$ cat src/rtl/tdm_rx_pkg.sv
package tdm_rx_pkg;
  localparam int SLOT_W      = 9;
  localparam int SLOT_MAX    = 383;
  localparam int BITC_W      = 5;
  localparam int REG_W       = 32;
  localparam int ADDR_W      = 2;
  localparam int NUM_FLAGS   = 2;
  localparam int FLAG_OVR    = 0;
  localparam int FLAG_EARLY  = 1;

  typedef enum logic [ADDR_W-1:0] {
    A_STATUS = 2'd0,
    A_ENABLE = 2'd1,
    A_SLOT   = 2'd2,
    A_SPARE  = 2'd3
  } reg_addr_e;

  // Highest slot index of a frame, capped at the counter's legal maximum.
  function automatic logic [SLOT_W-1:0] cap_last_slot(input logic [SLOT_W-1:0] len_m1);
    return (len_m1 > SLOT_W'(SLOT_MAX)) ? SLOT_W'(SLOT_MAX) : len_m1;
  endfunction

  // Slot index that follows a given one, wrapping after the last slot.
  function automatic logic [SLOT_W-1:0] step_slot(input logic [SLOT_W-1:0] cur,
                                                  input logic [SLOT_W-1:0] last);
    return (cur >= last) ? '0 : cur + 1'b1;
  endfunction
endpackage

$ cat src/rtl/tdm_slot_tracker.sv
module tdm_slot_tracker
  import tdm_rx_pkg::*;
#(
  parameter int SW = SLOT_W,
  parameter int BW = BITC_W
)(
  input  logic          clk,
  input  logic          rst_n,
  input  logic          bit_valid,
  input  logic          fsync,
  input  logic [SW-1:0] last_slot,
  input  logic [BW-1:0] last_bit,
  output logic [SW-1:0] slot_cnt,
  output logic          xfer,
  output logic          early_evt
);
  logic [SW-1:0] slot_q;
  logic [BW-1:0] bit_q;
  logic          in_frame_q;
  logic          frame_start;
  logic          active;
  logic [SW-1:0] cur_slot;
  logic [BW-1:0] cur_bit;
  logic          slot_end;

  assign frame_start = bit_valid & fsync;
  assign active      = frame_start | in_frame_q;
  assign cur_slot    = frame_start ? '0 : slot_q;
  assign cur_bit     = frame_start ? '0 : bit_q;
  assign slot_end    = (cur_bit >= last_bit);
  assign xfer        = bit_valid & active & slot_end;
  assign early_evt   = frame_start & in_frame_q & ((slot_q != '0) | (bit_q != '0));
  assign slot_cnt    = slot_q;

  always_ff @(posedge clk or negedge rst_n) begin
    if (!rst_n) begin
      slot_q     <= '0;
      bit_q      <= '0;
      in_frame_q <= 1'b0;
    end else if (bit_valid && active) begin
      in_frame_q <= 1'b1;
      if (slot_end) begin
        bit_q  <= '0;
        slot_q <= step_slot(cur_slot, last_slot);
      end else begin
        bit_q  <= cur_bit + 1'b1;
        slot_q <= cur_slot;
      end
    end
  end
endmodule

$ cat src/rtl/tdm_buf_monitor.sv
module tdm_buf_monitor (
  input  logic clk,
  input  logic rst_n,
  input  logic xfer,
  input  logic buf_rd,
  output logic ovr_evt
);
  logic full_q;

  assign ovr_evt = xfer & full_q & ~buf_rd;

  always_ff @(posedge clk or negedge rst_n) begin
    if (!rst_n) full_q <= 1'b0;
    else        full_q <= xfer | (full_q & ~buf_rd);
  end
endmodule

$ cat src/rtl/tdm_flag_bank.sv
module tdm_flag_bank #(
  parameter int NF = 2
)(
  input  logic          clk,
  input  logic          rst_n,
  input  logic [NF-1:0] set_evt,
  input  logic [NF-1:0] clr_req,
  output logic [NF-1:0] flags
);
  for (genvar i = 0; i < NF; i++) begin : g_flag
    logic f_q;
    always_ff @(posedge clk or negedge rst_n) begin
      if (!rst_n) f_q <= 1'b0;
      else        f_q <= set_evt[i] | (f_q & ~clr_req[i]);
    end
    assign flags[i] = f_q;
  end
endmodule

$ cat src/rtl/tdm_rx_tracker.sv
module tdm_rx_tracker
  import tdm_rx_pkg::*;
#(
  parameter int SW = SLOT_W,
  parameter int BW = BITC_W,
  parameter int DW = REG_W,
  parameter int AW = ADDR_W,
  parameter int NF = NUM_FLAGS
)(
  input  logic          clk,
  input  logic          rst_n,
  input  logic          bit_valid,
  input  logic          fsync,
  input  logic [SW-1:0] cfg_len_m1,
  input  logic [BW-1:0] cfg_bits_m1,
  input  logic          buf_rd,
  input  logic          wr_en,
  input  logic [AW-1:0] wr_addr,
  input  logic [DW-1:0] wr_data,
  input  logic [AW-1:0] rd_addr,
  output logic [DW-1:0] rd_data,
  output logic          irq
);
  logic [SW-1:0] last_slot;
  logic [SW-1:0] slot_cnt;
  logic          xfer;
  logic          early_evt;
  logic          ovr_evt;
  logic [NF-1:0] set_evt;
  logic [NF-1:0] clr_req;
  logic [NF-1:0] flags;
  logic [NF-1:0] en_q;

  assign last_slot = cap_last_slot(cfg_len_m1);

  tdm_slot_tracker #(.SW(SW), .BW(BW)) u_slot (
    .clk(clk), .rst_n(rst_n), .bit_valid(bit_valid), .fsync(fsync),
    .last_slot(last_slot), .last_bit(cfg_bits_m1),
    .slot_cnt(slot_cnt), .xfer(xfer), .early_evt(early_evt)
  );

  tdm_buf_monitor u_buf (
    .clk(clk), .rst_n(rst_n), .xfer(xfer), .buf_rd(buf_rd), .ovr_evt(ovr_evt)
  );

  always_comb begin
    set_evt             = '0;
    set_evt[FLAG_OVR]   = ovr_evt;
    set_evt[FLAG_EARLY] = early_evt;
  end

  assign clr_req = (wr_en && wr_addr == AW'(A_STATUS)) ? wr_data[NF-1:0] : '0;

  tdm_flag_bank #(.NF(NF)) u_flags (
    .clk(clk), .rst_n(rst_n), .set_evt(set_evt), .clr_req(clr_req), .flags(flags)
  );

  always_ff @(posedge clk or negedge rst_n) begin
    if (!rst_n)                                  en_q <= '0;
    else if (wr_en && wr_addr == AW'(A_ENABLE))  en_q <= wr_data[NF-1:0];
  end

  assign irq = |(flags & en_q);

  always_comb begin
    rd_data = '0;
    case (rd_addr)
      AW'(A_STATUS): rd_data[NF-1:0] = flags;
      AW'(A_ENABLE): rd_data[NF-1:0] = en_q;
      AW'(A_SLOT):   rd_data[SW-1:0] = slot_cnt;
      default:       rd_data = '0;
    endcase
  end
endmodule

$ cat config.mk
export PLATFORM = sky130hd
export DESIGN_NAME = tdm_rx_tracker
export DESIGN_NICKNAME = d
export VERILOG_FILES = /design/src/rtl/tdm_rx_pkg.sv /design/src/rtl/tdm_slot_tracker.sv /design/src/rtl/tdm_buf_monitor.sv /design/src/rtl/tdm_flag_bank.sv /design/src/rtl/tdm_rx_tracker.sv
export SDC_FILE = /design/constraint.sdc
export NUM_CORES = 1
export LEC_CHECK = 0
export ABC_AREA = 1
export BUFFER_PORTS_ARGS = -buffer_cell sky130_fd_sc_hd__clkbuf_2
export CORE_MARGIN = 2
export CORE_UTILIZATION = 47
export CTS_CLUSTER_DIAMETER = 80
export CTS_CLUSTER_SIZE = 12
export DETAILED_ROUTE_END_ITERATION = 6
export PLACE_DENSITY = 0.82
export SLEW_MARGIN = 20
export SYNTH_ARGS = -nofsm -noshare
export SYNTH_HDL_FRONTEND = slang
export SYNTH_SLANG_ARGS = --single-unit
$ cat constraint.sdc
create_clock -name clk -period 2.2 [get_ports clk]
set_clock_uncertainty 0.05 [all_clocks]
set_input_delay 0.66 -clock clk [delete_from_list [all_inputs] [get_ports clk]]
set_output_delay 0.66 -clock clk [all_outputs]
set_load 0.01 [all_outputs]
==> results of run 1 <==
==> layer usage <==
metal,up-vias,GRT usage,part of all wire
li1,968,-,-
met1,844,0.2612,0.45
met2,62,0.2983,0.48
met3,7,0.01500,0.055
met4,0,0.06633,0.017
met5,-,0,0
==> Yosys cell counts, drive strengths merged <==
master,n
conb,1
and2,1
buf,25
nand2,73
nand4,6
nand3,24
o21ai,9
o22ai,3
ha,16
xor2,2
inv,46
nand3b,1
xnor2,1
nor2,40
nor4,2
dfrtp,20
or2,2
a21o,1
a22o,1
o211ai,2
a21oi,5
==> timing repair <==
action	CTS	global route
pin swaps	0	4
setup buffers	0	1
gates cloned	0	3
setup endpoints to repair	3	14
resized for setup	3	27
==> cell type report <==
| type | instances | area, µm² |
|---|---|---|
| Fill cell | 364 | 1515 |
| Multi-Input combinational cell | 213 | 1206 |
| Sequential cell | 20 | 500.5 |
| Timing Repair Buffer | 59 | 390.4 |
| Inverter | 46 | 190.2 |
| Tap cell | 50 | 62.56 |
| Clock buffer | 3 | 41.29 |
| Clock inverter | 1 | 30.03 |
| Timing Repair inverter | 1 | 6.256 |
==> sequential cells by signal, summed over array words and instances (netlist names) <==
register	cells
u_slot.slot_cnt	9
u_slot.bit_q	5
en_q	2
u_flags.g_flag.f_q	2
u_buf.full_q	1
u_slot.in_frame_q	1
==> worst paths after layout <==
check / slack [ns] / startpoint / to / cells past startpoint
worst max-delay path: 0.07 / bit_valid / u_slot.slot_cnt[7] / 15
worst max register to register: 0.25 / u_slot.bit_q[3] / u_slot.slot_cnt[7] / 13
min in group clk: 0.44 / u_buf.full_q / u_buf.full_q / 2
max in group asynchronous: 1.48 / rst_n / u_slot.slot_cnt[5] / 1
worst min register to register: 0.44 / u_buf.full_q / u_buf.full_q / 2
worst min-delay path: 0.28 / rst_n / u_slot.in_frame_q / 1
==> kinds of logic (layout without fill, tap and decap cells) <==
group                      count (synthesis)  in the layout  share of synthesized area
AOI/OAI and AO/OA                         21             21                    0.07346
xor gates and xnor gates                   3              3                    0.01390
adders and majority gates                 16             16                     0.1059
buffers and inverters                     71            110                     0.1985
DFF                                       20             20                     0.2647
other                                      1             23                   0.001984
and+or+nand+nor                          149            150                     0.3415
==> power groups by stage <==
stage                     clock [mW]  sequential [mW]  combinational, mW
after floorplan                    0            0.473              0.398
after global placement             0            0.482              0.553
after detailed placement           0            0.486              0.572
after CTS                      0.372            0.478              0.577
after global routing           0.388            0.488              0.755
final                          0.377            0.480              0.667
==> through the flow <==
| step | utilization | setup slack (ns) | hold slack (ns) | TNS (ns) |
|---|---|---|---|---|
| floorplan | - | 0.005448 | 0.3144 | 0 |
| global placement | 0.5570 | -0.2219 | 0.4126 | -2.684 |
| detailed placement | 0.5570 | -0.2743 | 0.4282 | -3.373 |
| CTS | 0.5770 | 0.03531 | 0.3096 | 0 |
| global route | 0.6157 | -0.03631 | 0.3320 | -0.1602 |
| finish | 0.6157 | 0.07282 | 0.2848 | 0 |
==> worst max-delay path, stage by stage <==
cell and delay, ns:
buf_4 0.15, nand2_8 0.11, clkinv_8 0.08, nor2_4 0.12
ha_4 0.22, nand2_1 0.08, inv_1 0.04, nand2_1 0.11
nand3_4 0.16, buf_12 0.18, nand3_1 0.07, nand2_1 0.05
nand2_1 0.07, nand3_1 0.09, nand2_1 0.08
==> flow_metrics.py, run 1 <==
metrics = {
    "critical_path": {
        "start_kind": "primary input",
        "cp-end-kind": "register",
        "crit_type": "primary input to register",
        "path_max_fanout": 7,
        "required_ns": 2.35,
        "cp.arrival_ns": 2.28,
    },
    "floorplanning": {
        "die_area_um2": 4545,
        "ioPinCount": 89,
        "rows": 23,
        "die_w_um": 67.42,
        "core_um2": 3943,
        "initial_core_util": 0.4795,
        "die_y_um": 67.42,
    },
    "clocking": {
        "root_buffer": "clkbuf_8",
        "htree_num_levels": 1,
        "cts_tree": "yes",
        "cts_inserted_buffers": 3,
        "clock_latency_ns": 0.27,
        "hold_buffers": 0,
        "clock_path_buffers": 2,
        "clock-sinks": 20,
        "clkTransAtPathRegs_ns": 0.08,
    },
    "timing": {
        "fin_crit_sh": 0.9669,
        "finalSetupViolCount": 0,
        "clock.fmax_mhz": 470.1,
        "finalHoldViolations": 0,
        "rsz0062_at_grt": "true",
        "min_period_ns": 2.127,
        "slew_violations": 0,
    },
    "pwr": {
        "pwr-share-seq": 0.315,
        "p_leak_nw": 1.391,
        "total_power_mw": 1.524,
        "internal-power_uw": 981.7,
        "p_clk_frac": 0.248,
        "power_switching_uw": 542.1,
        "p_comb_frac": 0.438,
        "swShare": 0.3558,
        "peakVddDrop_mv": 0.3143,
        "power_density_nw_per_um2": 627.8,
    },
    "placed_design": {
        "port_buffers": 35,
        "dp_hpwl_mm": 3.213,
        "place_area_um2": 2196,
        "gp_congestion": 0.8980,
        "dp.cells": 385,
    },
    "flow_run": {
        "maxCapViolCount": 0,
    },
    "synthesis": {
        "synth.avg_cell_area_um2": 6.728,
        "ys_warn_count": 0,
        "ys_seq_area_frac": 0.2647,
        "syn-instance-count": 281,
        "synth.area.top_cells": "dfrtp_1 26%, nand2_1 14%, ha_1 11%, buf_4 9.1%, inv_1 8.7%",
        "synth_area_um2": 1891,
        "synth.top_cell.area_share": 0.2647,
        "synth_top_area_cell": "dfrtp_1",
        "synth_cell_type_count": 29,
        "synth-seq-cells": 20,
    },
    "cells_and_area": {
        "syn2layout_area_growth_pct": 28.39,
        "fin_area_um2": 2427,
        "layout.nets": 416,
        "finalNonFillerCells": 393,
        "final_layout_size_suffix_gt1_frac": 0.2653,
        "final_common_cell": "nand2_1",
        "antenna_cells": 0,
        "final_cell_mix": "68 x nand2_1, 43 x inv_1, 33 x clkbuf_2, 31 x nor2_1, 24 x buf_4",
    },
    "route": {
        "dr.pass1.iters": 4,
        "drtIter0Drc": 86,
        "drc_errors": 0,
        "wl_per_cell_um": 10.90,
        "vias": 1881,
        "ant_nets": 0,
        "routed_wl_mm": 4.285,
        "via_per_inst": 4.786,
    },
    "grt": {
        "grt_pass1_vias": 1539,
        "track_usage": 0.1855,
        "antenna_found_initial": 0,
        "grt_first_pass_wirelength_mm": 6.423,
        "gr-total-overflow": 0,
        "grt_max_degree": 21,
    },
    "run_status": {
        "outcome": "complete, no violations",
    },
    "min_path": {
        "worstHoldPathType": "primary input to async pin",
    },
}
No activity file was read; power rests on OpenSTA's default activity.
==> inputs of run 2 (changes only) <==
--- a/config.mk
+++ b/config.mk
@@ -5,7 +5,6 @@
 export SDC_FILE = /design/constraint.sdc
 export NUM_CORES = 1
 export LEC_CHECK = 0
-export ABC_AREA = 1
 export BUFFER_PORTS_ARGS = -buffer_cell sky130_fd_sc_hd__clkbuf_2
 export CORE_MARGIN = 2
 export CORE_UTILIZATION = 47
==> run 2 against run 1 <==
  * The flow now finishes with violations (negative setup slack)
  * First-iteration DRC count is 12% higher
  * Clock power decreased by 1%
  * Area after synthesis down 3.4%
==> flow_metrics.py, run 2 <==
metrics = {
    "run_status": {
        "outcome": "finished, violations left",
        "violations": "negative setup slack",
    },
    "pwr": {
        "p_leak_nw": 1.276,
        "peakVddDrop_mv": 0.5969,
        "total_power_mw": 1.888,
        "power_density_nw_per_um2": 722.0,
    },
    "timing": {
        "post-route-worst-setup-slack_ns": -0.2308,
        "fin_crit_sh": 1.105,
        "min_period_ns": 2.431,
        "slew_headroom": 0.6557,
        "finalHoldViolations": 0,
        "slew_violations": 0,
        "tightest_slew_ns": 0.5164,
        "rsz0062_at_grt": "true",
        "clock.fmax_mhz": 411.4,
        "finalSetupViolCount": 9,
        "final.setup.tns_ns": -1.501,
    },
    "critical_path": {
        "r2r-end": "u_slot.slot_cnt[7]",
        "start_kind": "primary input",
        "path_max_fanout": 3,
        "crit_type": "primary input to register",
        "r2r-start": "u_slot.slot_cnt[5]",
        "reg2reg_slack_ns": 0,
        "cp.arrival_ns": 2.51,
        "startpoint": "bit_valid",
        "reg2regPathDepth": 10,
        "required_ns": 2.28,
        "cp-end-kind": "register",
    },
    "clocking": {
        "clock-sinks": 20,
        "cts_tree": "yes",
        "root_buffer": "clkbuf_8",
        "htree_num_levels": 1,
        "clock_path_buffers": 2,
        "cts_inserted_buffers": 3,
        "hold_buffers": 0,
        "clkTransAtPathRegs_ns": 0.08,
        "clock_latency_ns": 0.26,
    },
    "cells_and_area": {
        "largest_reg_flops": 9,
        "fin_area_um2": 2615,
        "final_cell_mix": "35 x buf_4, 33 x clkbuf_2, 23 x conb_1, 20 x nand2_1, 20 x dfrtp_1",
        "final_layout_size_suffix_gt1_frac": 0.4141,
        "final_common_cell": "buf_4",
        "layout.nets": 370,
        "syn2layout_area_growth_pct": 43.25,
        "antenna_cells": 0,
    },
    "route": {
        "routed_wl_mm": 5.416,
        "drc_errors": 0,
        "wl_per_cell_um": 15.70,
        "drtIter0Drc": 96,
        "via_per_inst": 5.623,
        "vias": 1940,
        "ant_nets": 0,
        "dr.pass1.iters": 4,
    },
    "grt": {
        "grt_pass1_vias": 1671,
        "antenna_found_initial": 0,
        "use_met2": 0.3725,
        "track_usage": 0.2116,
        "gr-total-overflow": 0,
        "grtUsageMet1": 0.2534,
        "busiest_layer": "met2",
        "grt_first_pass_wirelength_mm": 7.231,
        "met3_usage": 0.04429,
        "grt_max_degree": 21,
    },
    "floorplanning": {
        "die_y_um": 66.32,
        "core_um2": 3689,
        "ioPinCount": 89,
        "rows": 22,
        "die_area_um2": 4398,
        "die_w_um": 66.32,
        "initial_core_util": 0.4949,
    },
    "synthesis": {
        "syn-instance-count": 223,
        "ys_seq_area_frac": 0.2742,
        "synth_ff_type": "dfrtp_1",
        "synth_cell_type_count": 47,
        "synth_area_um2": 1826,
        "synth-seq-cells": 20,
        "synth_top_area_cell": "dfrtp_1",
        "ys_warn_count": 0,
        "synth.area.top_cells": "dfrtp_1 27%, ha_1 11%, buf_4 9.9%, and2_1 5.8%, nand2_1 4.9%",
        "async_reset_ff_frac": 1.000,
        "synth.top_cell.area_share": 0.2742,
        "synth-edff-count": 0,
        "synthTopCellsByCount": "24 x buf_4, 24 x nand2_1, 20 x dfrtp_1, 17 x and2_1, 17 x nor2_1",
        "synth.avg_cell_area_um2": 8.186,
    },
    "placed_design": {
        "port_buffers": 35,
        "gp_congestion": 0.8815,
        "place_area_um2": 2233,
        "dp_hpwl_mm": 3.237,
    },
    "flow_run": {
        "maxCapViolCount": 0,
    },
    "min_path": {
        "worstHoldPathType": "primary input to async pin",
    },
}
run 2: cell families after synthesis:
kind of cell,count (synthesis),share of synthesized area
multiplexers,4,0.02330
AND/OR/NAND/NOR,92,0.2632
other,1,0.002054
flip-flops,20,0.2742
AO/OA/AOI/OAI,48,0.1878
buffers and inverters,42,0.1398
adder cells (fa/ha/maj),16,0.1097
run 2: layer usage:
metal  vias up  routed length, µm
met2       116               2709
met5         -                  0
li1        886                  -
met3        22                438
met1       916               2084
met4         0                184
run 2: report_power, final:
group          leakage, nW  switching [mW]  internal (mW)
combinational        0.990           0.520          0.497
clock               0.0357           0.130          0.243
sequential           0.251          0.0498          0.447
total                 1.28           0.700           1.19
run 2: cell type report:
class / count / area (µm²)
multi-input combinational: 184 / 1391
fill: 274 / 1074
timing repair buffer: 77 / 546.8
sequential: 20 / 500.5
tap: 48 / 60.06
inverter: 12 / 45.04
clock buffer: 3 / 41.29
clock inverter: 1 / 30.03
run 2: timing repair:
action                     4_1_cts  5_1_grt
gates cloned                     1        0
resized for setup               17       27
buffers inserted                 4        5
pin swaps                       10       15
setup endpoints to repair       18       13
run 2: worst max path at each step:
stage                         endpoint  slack (ns)  cells past startpoint
floorplan           u_slot.slot_cnt[6]       -0.31                     10
finish              u_slot.slot_cnt[7]       -0.23                     12
global route        u_slot.slot_cnt[5]       -0.27                     11
detailed placement  u_slot.slot_cnt[6]       -0.64                     10
CTS                 u_slot.slot_cnt[6]       -0.25                     11
global placement    u_slot.slot_cnt[6]       -0.62                     10
run 2: critical path, cell delays in order:
cell and delay (ns):
clkbuf_16 0.12, buf_6 0.10, and2_4 0.17, nor2_2 0.04, ha_1 0.29, and4_4 0.24, o211ai_1 0.13, o211ai_4 0.26
nand2_2 0.12, buf_4 0.16, a41oi_2 0.14, a31oi_1 0.06
run 2: per-stage QoR:
stage          utilization  std cells  setup slack, ns  hold WS (ns)
3_3_place_gp        0.6055        331          -0.6151        0.4141
3_5_place_dp        0.6055        331          -0.6431        0.4230
4_1_cts             0.6584        340          -0.2459        0.3209
5_1_grt             0.7090        345          -0.2684        0.3497
2_1_floorplan            -        245          -0.3052        0.3144
6_report            0.7090        345          -0.2308        0.3070
==> inputs of run 3 (changes only) <==
--- a/config.mk
+++ b/config.mk
@@ -6,12 +6,14 @@
 export NUM_CORES = 1
 export LEC_CHECK = 0
 export BUFFER_PORTS_ARGS = -buffer_cell sky130_fd_sc_hd__clkbuf_2
+export CELL_PAD_IN_SITES_DETAIL_PLACEMENT = 1
+export CELL_PAD_IN_SITES_GLOBAL_PLACEMENT = 1
 export CORE_MARGIN = 2
-export CORE_UTILIZATION = 47
+export CORE_UTILIZATION = 33
 export CTS_CLUSTER_DIAMETER = 80
 export CTS_CLUSTER_SIZE = 12
 export DETAILED_ROUTE_END_ITERATION = 6
-export PLACE_DENSITY = 0.82
+export PLACE_DENSITY = 0.83
 export SLEW_MARGIN = 20
 export SYNTH_ARGS = -nofsm -noshare
 export SYNTH_HDL_FRONTEND = slang
==> run 3 against run 2 <==
  * The flow still finishes with violations (negative setup slack)
  * Utilization is 21 points lower
  * Sequential share of layout area decreased by 0.59 points
  * Register-to-register slack worse by 0.06 ns
  * Highest routed layer unchanged
==> flow_metrics.py, run 3 (same netlist as run 2, synthesis figures left out) <==
metrics = {
    "placed_design": {
        "port_buffers": 35,
        "gp_congestion": 0.8392,
        "dp_hpwl_mm": 4.265,
        "dp_slack_ns": -0.6843,
    },
    "timing": {
        "fin_crit_sh": 1.104,
        "slew_violations": 0,
        "min_period_ns": 2.429,
        "clock.fmax_mhz": 411.7,
        "tightest_slew_ns": 0.5724,
        "whs_ns": 0.3139,
        "finalSetupViolCount": 8,
        "finalHoldViolations": 0,
        "rsz0062_at_grt": "true",
        "slew_headroom": 0.6184,
        "post-route-worst-setup-slack_ns": -0.2291,
    },
    "critical_path": {
        "reg2reg_slack_ns": -0.06,
        "cp.arrival_ns": 2.56,
        "path_max_fanout": 7,
        "reg2regPathDepth": 9,
        "start_kind": "primary input",
        "r2r-end": "u_slot.slot_cnt[4]",
        "r2r-start": "u_slot.bit_q[2]",
        "required_ns": 2.33,
        "cp-end-kind": "register",
        "crit_type": "primary input to register",
    },
    "route": {
        "via_per_inst": 5.435,
        "routed_wl_mm": 6.839,
        "vias": 2011,
        "drtIter0Drc": 118,
        "drc_errors": 0,
        "wl_per_cell_um": 18.48,
        "ant_nets": 0,
        "dr.pass1.iters": 4,
    },
    "cells_and_area": {
        "layout.nets": 371,
        "multiInputGateArea_um2": 1430,
        "fillCellCount": 658,
        "antenna_cells": 0,
        "syn2layout_area_growth_pct": 47.84,
        "final_common_cell": "buf_4",
        "final_cell_mix": "39 x buf_4, 33 x clkbuf_2, 23 x conb_1, 20 x dfrtp_1, 18 x nand2_1",
        "final_layout_size_suffix_gt1_frac": 0.4362,
        "largest_reg_flops": 9,
        "ff_latch_area_um2": 500.5,
    },
    "pwr": {
        "peakVddDrop_mv": 0.3378,
        "power_density_nw_per_um2": 727.7,
        "p_leak_nw": 1.281,
        "total_power_mw": 1.964,
    },
    "clocking": {
        "htree_num_levels": 1,
        "clock_path_buffers": 2,
        "hold_buffers": 0,
        "clkTransAtPathRegs_ns": 0.08,
        "clock-sinks": 20,
        "clock_latency_ns": 0.27,
        "cts_inserted_buffers": 3,
        "root_buffer": "clkbuf_8",
        "cts_tree": "yes",
    },
    "grt": {
        "gr-total-overflow": 0,
        "grt_pass1_vias": 2104,
        "track_usage": 0.2122,
        "grt_first_pass_wirelength_mm": 10.27,
        "grt_max_degree": 21,
        "antenna_found_initial": 0,
    },
    "run_status": {
        "violations": "negative setup slack",
        "outcome": "finished, violations left",
    },
    "floorplanning": {
        "rows": 27,
        "die_area_um2": 6143,
        "ioPinCount": 89,
        "initial_core_util": 0.3356,
        "die_y_um": 78.38,
        "die_w_um": 78.38,
        "core_um2": 5439,
    },
    "min_path": {
        "worstHoldPathType": "primary input to async pin",
    },
    "flow_run": {
        "maxCapViolCount": 0,
    },
}
## run 3: changes by cell type in the layout (fill, tap and decap cells not counted), sizes merged
cell,change
clkbuf,+1
## run 3: report_power, final
| group | switching, mW | internal (mW) |
|---|---|---|
| Sequential | 0.0585 | 0.448 |
| Clock | 0.141 | 0.244 |
| Combinational | 0.569 | 0.505 |
## run 3: final cells by class
cell class | count | share of cell area
flip-flops and latches | 20 | 0.1854
clock buffers | 3 | 0.01530
multi-input cells | 184 | 0.5299
well taps | 72 | 0.03338
clock inverters | 1 | 0.01113
inverters | 12 | 0.01669
repair buffers | 78 | 0.2082
## run 3: through the flow
step | instances | utilization | instance area [µm²] | TNS, ns
2_1_floorplan | 245 | - | 1982 | -1.199
3_3_place_gp | 360 | 0.4231 | 2301 | -6.813
3_5_place_dp | 360 | 0.4231 | 2301 | -7.810
4_1_cts | 368 | 0.4776 | 2597 | -0.7915
5_1_grt | 370 | 0.4962 | 2699 | -1.663
6_report | 370 | 0.4962 | 2699 | -1.126
## run 3: worst max-delay path, stage by stage
cell and delay, ns:
clkbuf_16 0.14, nand2_8 0.09, and2_4 0.17, ha_4 0.20, a21o_1 0.18, a31oi_4 0.18
o21ai_4 0.12, buf_12 0.14, a21oi_4 0.30, nand2_2 0.13, o22ai_1 0.24
## run 3: worst max path at each step
stage,startpoint,slack [ns],end
after floorplan,cfg_len_m1[7],-0.31,u_slot.slot_cnt[6]
after global placement,fsync,-0.63,u_slot.slot_cnt[6]
after detailed placement,fsync,-0.68,u_slot.slot_cnt[6]
after CTS,bit_valid,-0.13,u_slot.slot_cnt[8]
after global routing,fsync,-0.26,u_slot.slot_cnt[4]
final,fsync,-0.23,u_slot.slot_cnt[4]
## run 3: metal layers
| layer | track usage | up-vias | part of all wire |
|---|---|---|---|
| met4 | 0.08772 | 0 | 0.050 |
| met5 | 0 | - | 0 |
| met1 | 0.2393 | 977 | 0.39 |
| li1 | - | 892 | - |
| met3 | 0.05172 | 36 | 0.054 |
| met2 | 0.3810 | 106 | 0.50 |
## run 3: timing repair
| item | in CTS | in global routing |
|---|---|---|
| setup buffers | 3 | 3 |
| resized for setup | 35 | 14 |
| endpoints found under the setup margin | 22 | 11 |
| pin swaps | 16 | 18 |
| gates cloned | 1 | 0 |
